`src/rtl/pio3_pkg.sv`:
```
package pio3_pkg;

   // control word field positions (neighbouring logic decodes these)
   localparam int CW_MODE = 7;
   localparam int CW_A    = 4;
   localparam int CW_CH   = 3;
   localparam int CW_B    = 1;
   localparam int CW_CL   = 0;

   typedef enum logic [1:0] {
      SEL_A   = 2'd0,
      SEL_B   = 2'd1,
      SEL_C   = 2'd2,
      SEL_CTL = 2'd3
   } reg_sel_e;

   typedef struct packed {
      logic a_in;
      logic b_in;
      logic ch_in;
      logic cl_in;
   } dir_t;

   localparam dir_t DIR_RESET = dir_t'(4'hF);

   // nibble g: port g/2, half g%2 (0 = low half)
   function automatic logic nib_is_in(dir_t d, int unsigned g);
      case (g)
         0, 1:    return d.a_in;
         2, 3:    return d.b_in;
         4:       return d.cl_in;
         5:       return d.ch_in;
         default: return 1'b1;
      endcase
   endfunction

endpackage

```
`src/rtl/pio3_csdec.sv`:
```
module pio3_csdec #(
   parameter int ADDR_W = 8,
   parameter int MATCH_W = 2,
   parameter logic [MATCH_W-1:0] MATCH_VAL = '1
) (
   input  logic [ADDR_W-1:0] addr,
   input  logic              en_n,
   output logic              cs_n
);

   localparam int LOW_TOP = ADDR_W - MATCH_W - 1;

   if (MATCH_W < 1 || LOW_TOP < 2) begin : g_bad_match
      $error("pio3_csdec: MATCH_W must leave at least three low address bits");
   end

   logic unused_low;
   assign unused_low = ^addr[LOW_TOP:0];

   assign cs_n = !((addr[ADDR_W-1 -: MATCH_W] == MATCH_VAL) && !en_n);

endmodule

```
`src/rtl/pio3_ctl.sv`:
```
module pio3_ctl
   import pio3_pkg::*;
#(
   parameter int DATA_W = 8
) (
   input  logic              clk,
   input  logic              rst_n,
   input  logic              we,
   input  logic [DATA_W-1:0] wdata,
   output dir_t              dir,
   output logic              clr_lat
);

   assign clr_lat = we && wdata[CW_MODE];

   always_ff @(posedge clk or negedge rst_n) begin
      if (!rst_n) begin
         dir <= DIR_RESET;
      end else if (clr_lat) begin
         dir <= '{a_in:  wdata[CW_A],
                  b_in:  wdata[CW_B],
                  ch_in: wdata[CW_CH],
                  cl_in: wdata[CW_CL]};
      end
   end

   // a word without the mode flag leaves the directions alone
   a_r6_mode_gate: assert property (@(posedge clk) disable iff (!rst_n)
      (we && !wdata[CW_MODE]) |=> $stable(dir));

   // a flagged word lands in the direction fields
   a_r4_dir_load: assert property (@(posedge clk) disable iff (!rst_n)
      (we && wdata[CW_MODE]) |=> (dir.a_in == $past(wdata[CW_A])
                                  && dir.cl_in == $past(wdata[CW_CL])));

endmodule

```
`src/rtl/pio3_nib.sv`:
```
module pio3_nib #(
   parameter int W = 4
) (
   input  logic         clk,
   input  logic         rst_n,
   input  logic         is_in,
   input  logic         we,
   input  logic         clr,
   input  logic [W-1:0] wdata,
   input  logic [W-1:0] pin,
   output logic [W-1:0] lat,
   output logic [W-1:0] oe,
   output logic [W-1:0] rd
);

   if (W < 1) begin : g_bad_w
      $error("pio3_nib: W must be positive");
   end

   always_ff @(posedge clk or negedge rst_n) begin
      if (!rst_n)    lat <= '0;
      else if (clr)  lat <= '0;
      else if (we)   lat <= wdata;
   end

   assign oe = {W{!is_in}};
   assign rd = is_in ? pin : lat;

   // a valid control word empties the latch
   a_r5_clear: assert property (@(posedge clk) disable iff (!rst_n)
      clr |=> (lat == '0));

   // a port write is visible on the latch one edge later
   a_r3_load: assert property (@(posedge clk) disable iff (!rst_n)
      (we && !clr) |=> (lat == $past(wdata)));

endmodule

```
`src/rtl/pio3_top.sv`:
```
module pio3_top
   import pio3_pkg::*;
#(
   parameter int DATA_W = 8,
   parameter int ADDR_W = 8,
   parameter int MATCH_W = 2,
   parameter logic [MATCH_W-1:0] MATCH_VAL = '1
) (
   input  logic              clk,
   input  logic              rst_n,
   input  logic [ADDR_W-1:0] cpu_addr,
   input  logic              dec_en_n,
   input  logic              rd_n,
   input  logic              wr_n,
   input  logic [DATA_W-1:0] data_in,
   output logic [DATA_W-1:0] data_out,
   output logic              data_oe,
   output logic              chip_sel_n,
   input  logic [DATA_W-1:0] pa_in,
   output logic [DATA_W-1:0] pa_out,
   output logic [DATA_W-1:0] pa_oe,
   input  logic [DATA_W-1:0] pb_in,
   output logic [DATA_W-1:0] pb_out,
   output logic [DATA_W-1:0] pb_oe,
   input  logic [DATA_W-1:0] pc_in,
   output logic [DATA_W-1:0] pc_out,
   output logic [DATA_W-1:0] pc_oe
);

   localparam int NPORT = 3;
   localparam int NIB_W = DATA_W / 2;
   localparam int NNIB  = NPORT * 2;
   localparam int PIN_W = NPORT * DATA_W;

   if (DATA_W != 8) begin : g_bad_data
      $error("pio3_top: control word layout needs DATA_W == 8");
   end

   reg_sel_e         reg_sel;
   logic             acc_wr, acc_rd;
   dir_t             dir;
   logic             clr_lat;
   logic [PIN_W-1:0] pins_all, lat_all, oe_all, rd_all;

   pio3_csdec #(.ADDR_W(ADDR_W), .MATCH_W(MATCH_W), .MATCH_VAL(MATCH_VAL)) u_dec (
      .addr(cpu_addr), .en_n(dec_en_n), .cs_n(chip_sel_n));

   assign reg_sel = reg_sel_e'(cpu_addr[1:0]);
   assign acc_wr  = !chip_sel_n && !wr_n;
   assign acc_rd  = !chip_sel_n && !rd_n;

   pio3_ctl #(.DATA_W(DATA_W)) u_ctl (
      .clk(clk), .rst_n(rst_n),
      .we(acc_wr && reg_sel == SEL_CTL), .wdata(data_in),
      .dir(dir), .clr_lat(clr_lat));

   assign pins_all = {pc_in, pb_in, pa_in};

   for (genvar g = 0; g < NNIB; g++) begin : g_nib
      localparam int P = g / 2;
      localparam int H = g % 2;
      pio3_nib #(.W(NIB_W)) u_nib (
         .clk(clk), .rst_n(rst_n),
         .is_in(nib_is_in(dir, g)),
         .we(acc_wr && cpu_addr[1:0] == 2'(P)),
         .clr(clr_lat),
         .wdata(data_in[H*NIB_W +: NIB_W]),
         .pin(pins_all[g*NIB_W +: NIB_W]),
         .lat(lat_all[g*NIB_W +: NIB_W]),
         .oe(oe_all[g*NIB_W +: NIB_W]),
         .rd(rd_all[g*NIB_W +: NIB_W]));
   end

   assign {pc_out, pb_out, pa_out} = lat_all;
   assign {pc_oe,  pb_oe,  pa_oe}  = oe_all;

   always_comb begin
      case (reg_sel)
         SEL_A:   data_out = rd_all[0*DATA_W +: DATA_W];
         SEL_B:   data_out = rd_all[1*DATA_W +: DATA_W];
         SEL_C:   data_out = rd_all[2*DATA_W +: DATA_W];
         default: data_out = '1;
      endcase
   end

   assign data_oe = acc_rd;

   // the bus is never driven without a read strobe
   a_r9_oe_read_only: assert property (@(posedge clk) disable iff (!rst_n)
      rd_n |-> !data_oe);

   // control address reads back all ones
   a_r8_ctl_reads_ff: assert property (@(posedge clk) disable iff (!rst_n)
      (data_oe && cpu_addr[1:0] == 2'b11) |-> (data_out == '1));

   // nothing latches while deselected
   a_r2_desel_quiet: assert property (@(posedge clk) disable iff (!rst_n)
      chip_sel_n |=> $stable(lat_all));

   // no write strobe, no latch change
   a_r10_no_strobe: assert property (@(posedge clk) disable iff (!rst_n)
      wr_n |=> $stable(lat_all));

   // enables move as whole groups
   a_r4_group_oe: assert property (@(posedge clk) disable iff (!rst_n)
      ((pa_oe == '0 || pa_oe == '1) && (pb_oe == '0 || pb_oe == '1)
       && ($countones(pc_oe[7:4]) == 0 || $countones(pc_oe[7:4]) == 4)
       && ($countones(pc_oe[3:0]) == 0 || $countones(pc_oe[3:0]) == 4)));

endmodule

```
`config.mk`:
```
export PLATFORM = sky130hd
export DESIGN_NAME = pio3_top
export DESIGN_NICKNAME = d
export VERILOG_FILES = /design/src/rtl/pio3_pkg.sv /design/src/rtl/pio3_csdec.sv /design/src/rtl/pio3_ctl.sv /design/src/rtl/pio3_nib.sv /design/src/rtl/pio3_top.sv
export SDC_FILE = /design/constraint.sdc
export NUM_CORES = 1
export LEC_CHECK = 0
export ABC_AREA = 1
export CAP_MARGIN = 5
export CORE_ASPECT_RATIO = 1.1
export CORE_UTILIZATION = 41
export CTS_BUF_LIST = sky130_fd_sc_hd__clkbuf_16
export DETAILED_ROUTE_END_ITERATION = 8
export DONT_BUFFER_PORTS = 1
export GPL_TIMING_DRIVEN = 0
export SLEW_MARGIN = 10
export SYNTH_ARGS = -nofsm -noshare
export SYNTH_HDL_FRONTEND = slang
export SYNTH_SLANG_ARGS = --single-unit
```
`constraint.sdc`:
```
create_clock -name clk -period 5.15 [get_ports clk]
set_clock_uncertainty 0.2 [all_clocks]
set_input_delay 0.7725 -clock clk [delete_from_list [all_inputs] [get_ports clk]]
set_output_delay 0.7725 -clock clk [all_outputs]
set_load 0.01 [all_outputs]
```
======== Yosys cells after proc, flatten, opt, wreduce, memory -nomap -nowiden ========
Index checks and enable logic that the tools add are counted.
cells by class
  equality and inequality tests ........... 4
  mux-type cells .......................... 19
  reductions and logical operators ........ 20
operator list
  cell                number
  $mux 4              18
  $pmux 8 s3          1
  $logic_and 1x1->1   8
  $logic_not 1->1     8
  $eq 2x2->1 const B  3
  $reduce_bool 2->1   3
  $eq 2x1->1 const B  1
  $logic_not 2->1     1
storage, ports and cells
  bits in registers ....................... 28
  input port bits ......................... 45
  output and inout port bits .............. 58
  word-level logic and storage cells ...... 53

======== Longest topological paths before layout ========
  depth after elaboration ................. 6
  mapped depth ............................ 8
  gate-level depth less buffers ........... 6

======== By module ========
Synthesis repeated with hierarchy kept, for this count alone.
second synthesis, totals
  cell total of the unflattened synthesis .. 272
  area total of the unflattened synthesis .. 1810.5 um2
by module, submodules not included
  module      instances  cells an instance  area each (um2)  seq. area each (um2)
  pio3_nib    6          34                 231.5            100.1
  pio3_top    1          48                 242.7            0.0
  pio3_ctl    1          18                 165.2            105.1
  pio3_csdec  1          2                  13.8             0.0

======== Least setup slack after synthesis ========
Ideal clock, no wire load.
  path kind ............................... input to output
  from .................................... in cpu_addr[1]
  to ...................................... out data_out[2]
  data arrival time ....................... 1.558 ns
  required time ........................... 4.178 ns
  path slack .............................. 2.620 ns
  stages .................................. 8
  buffers on the path ..................... 2
  cells stage by stage .................... buf_4 > inv_2 > nor2_4 > buf_4 > nand3_1 > nand2_1 > inv_1 > nand3_1
on the way
  longest elaborated chain between the ends .. 2
  elaborated cells on any way between the ends .. 4
  classes of those cells .................. eq/ne (2); mux (1); reduce/logical (1)
RTL lines
  what                                      line            source
  start, declared                           pio3_top.sv:11  input logic [ADDR_W-1:0] cpu_addr,
  $eq 2x2->1, or another cell as far along  pio3_top.sv:78  case (reg_sel)
  $pmux 8 s3 (*)                            pio3_top.sv:78
  end, declared                             pio3_top.sv:16  output logic [DATA_W-1:0] data_out,
Every way passes the cells marked *; elsewhere a longest branch is shown, timed or not.

======== Worst setup path in the final report ========
  from .................................... reg, netlist name u_ctl.dir[2]
  to ...................................... out data_out[5]
on the way
  longest elaborated chain between the ends .. 2
RTL lines
  what        line            source
  $mux 4      pio3_nib.sv:27  assign rd = is_in ? pin : lat;
  $pmux 8 s3  pio3_top.sv:78
No other way between the ends.

==> run metrics <==
Worst Setup EP data_out[5]; met1 Track Usage GR 31.24%; Slew Viols, Final 0; final period utilization 55.82%; first-pass GRT wire length 9515 um; largest family of logic cells by synthesized area simple AND/OR/NAND/NOR gates; combinational power share 26.9%; Hold Path Class input pin to async pin; Final setup viols 0; starting density of the core 43.41%; Max Cap Viol 0; slowest cell delay on critical path 0.51 ns; met2 Usage GRT 36.12%; P_leak 1.223 nW; sequential share of power 42.0%; Least-Margin Pin Slew 0.4491 ns; DRT Pass-1 Iters 4; port bufs 0; row cnt 26; Num CTS Buffers 3; Post-Synth Adder-Cell Area 0%; maximum root-to-sink buffer count 2; Total GRT Usage 22.60%; VDD IR max 0.0001631 V; core area 0.004750 mm2; Skew-Pair Late Insertion Delay 0.27 ns; cell count after synthesis 297; gr busiest metal met2; crit path kind flop to primary output; net switching power 0.2571 mW; mapped cell area 0.002062 mm2; relative slew slack 70.03%; Clock transition at path regs 0.07 ns; post-CTS setup buffers 0; Routed WL 5777 um; reg2reg end u_ctl.dir[2]; post-synthesis mux area share 0%; post-route setup TNS 0 ns; post-route ant nets 0; Placer Congestion 0.8518; startpoint types flop; CTS root buf clkbuf_16; Hold Vio Cnt, Final 0; Residual DRC 0; Req. time, crit path 4.18 ns; Design Power 0.7506 mW; clock net sink count 28; Sw Ratio 34.25%; post-route minimum period 2.875 ns; Yosys top cell by area dfrtp_1; RR Startpoint u_ctl.dir[2]; share of cells above drive strength 1 17.55%; synth warn 0; Crit-path slowest cell dfstp_2; CTS tree built; Layout area overhead 9.466%; H-tree depth 1; sequential share of the synthesized area 34.22%; Die Ht 76.38 um; top cell type's share of synthesized area 29.13%; CP Capture Type primary output; Post-Synth XOR/XNOR Area 0%; Reg2Reg Setup Slack 4.05 ns; crit path cell chain buf_2 > clkinv_1 > nand2_1 > nand3_1 > nand2_1 > inv_1 > nand3_1; antenna violations before repair 0; DR WL/cell 16.14 um; PD cells 332.6 mW/mm2; routing usage on met3 3.704%; average cell area after synthesis 6.943 um2; Cell variety after synth 20; Synth Net Count 342; vias 1920; clock share of power 31.1%; I/O Pins 103; fillers 490; WP data arrival 1.90 ns; internal power 0.4935 mW; vias in the first global route 1814; Synth area leaders dfrtp_1, nand3_1, nand2_1, buf_4, inv_1; RSZ-0062 raised after global routing false; post-synthesis sequential element count 28; maximum clock frequency 347.9 MHz; drt via density 5.363; compound-gate portion of the synthesized area 1.942%; largest net degree at the start of global routing 25; crit-path max FO 16; Die W 69.62 um; status complete, no violations; die footprint 0.005317 mm2; ant diodes 0; DP Wirelength 4388 um; First DRT Iteration DRCs 139; NumNets Final 348; crit path launch u_ctl.dir[2]; reg2reg path depth 3; grt ovf 0; simple-gate share of the synthesized area 43.57%
==> metrics by stage <==
stage	cell area, um2	std cells	setup WS, ns	hold slack [ns]	utilization [%]
after global placement	2132	353	2.386	0.2776	44.89
after global routing	2257	358	2.119	0.1186	47.52
after CTS	2257	358	2.267	0.1165	47.52
after floorplan	2062	297	2.620	0.2704	-
after detailed placement	2132	353	2.392	0.2776	44.89
final	2257	358	2.275	0.1067	47.52
==> how the worst min path moves through the flow <==
stage | start | end | slack [ns] | depth (start not counted)
6_report | rst_n | g_nib[4].u_nib.lat[0] | 0.11 | 1
4_1_cts | rst_n | g_nib[4].u_nib.lat[3] | 0.12 | 1
3_5_place_dp | rst_n | g_nib[4].u_nib.lat[3] | 0.28 | 0
5_1_grt | rst_n | g_nib[4].u_nib.lat[0] | 0.12 | 1
3_3_place_gp | rst_n | g_nib[4].u_nib.lat[3] | 0.28 | 0
2_1_floorplan | u_ctl.dir[0] | u_ctl.dir[0] | 0.27 | 2
==> cell type report <==
class | count | area, um2 | area share, %
multi-input cells | 187 | 938.4 | 41.57
flip-flops and latches | 28 | 705.7 | 31.26
plain buffers | 32 | 230.2 | 10.20
inverters | 50 | 187.7 | 8.315
clock buffers | 3 | 75.07 | 3.326
well taps | 56 | 70.07 | 3.104
clock inverters | 1 | 30.03 | 1.330
repair buffers | 1 | 20.02 | 0.8869
==> flip-flops by register name, indices dropped and copies added, names as in the netlist <==
name / cells
g_nib.u_nib.lat: 24
u_ctl.dir: 4
==> power by group through the flow <==
stage / combinational (mW) / sequential [mW] / clock, mW
global placement: 0.196 / 0.318 / 0
finish: 0.202 / 0.315 / 0.233
CTS: 0.204 / 0.315 / 0.235
floorplan: 0.170 / 0.303 / 0
global route: 0.230 / 0.321 / 0.242
detailed placement: 0.197 / 0.319 / 0
==> kinds of logic (layout without fill, tap and decap cells) <==
logic type,after synthesis,in the layout
simple gates,179,179
compound gates,8,8
buf+inv,82,87
flops,28,28
==> what timing repair did <==
action | 4_1_cts | 5_1_grt
hold endpoints to repair | 24 | 0
gates resized for setup | 0 | 0
hold buffers | 1 | 0
==> synth_stat cells (all sizes together) <==
cell type,count
clkbuf,2
nand3,61
nand4,21
dfstp,4
dfrtp,24
o21ai,8
clkinv,1
buf,30
inv,49
nand2,74
nor2,23
==> worst max-delay path, delay by kind of cell (launching register included) <==
family,cells,cell delay [ns]
buf+inv,3,0.64
simple gates,4,0.47
flops,1,0.51
==> layer usage <==
layer,share of wire (%),vias to the layer above
met5,0,-
met4,1.7,0
met3,7.0,9
met2,47,74
met1,45,898
li1,-,939
==> cell usage in the layout (no fill, tap or decap), types with 2 or more instances in the layout <==
cell / n
nand2_1: 73
nand3_1: 57
buf_6: 2
inv_2: 3
dfrtp_1: 24
nor2_1: 17
clkbuf_1: 2
inv_1: 46
o21ai_0: 7
buf_2: 4
buf_4: 24
nand4_1: 21
nor2_4: 5
dfstp_2: 4
clkbuf_16: 3
nand3_2: 3
Power figures use the tool's default switching activity.
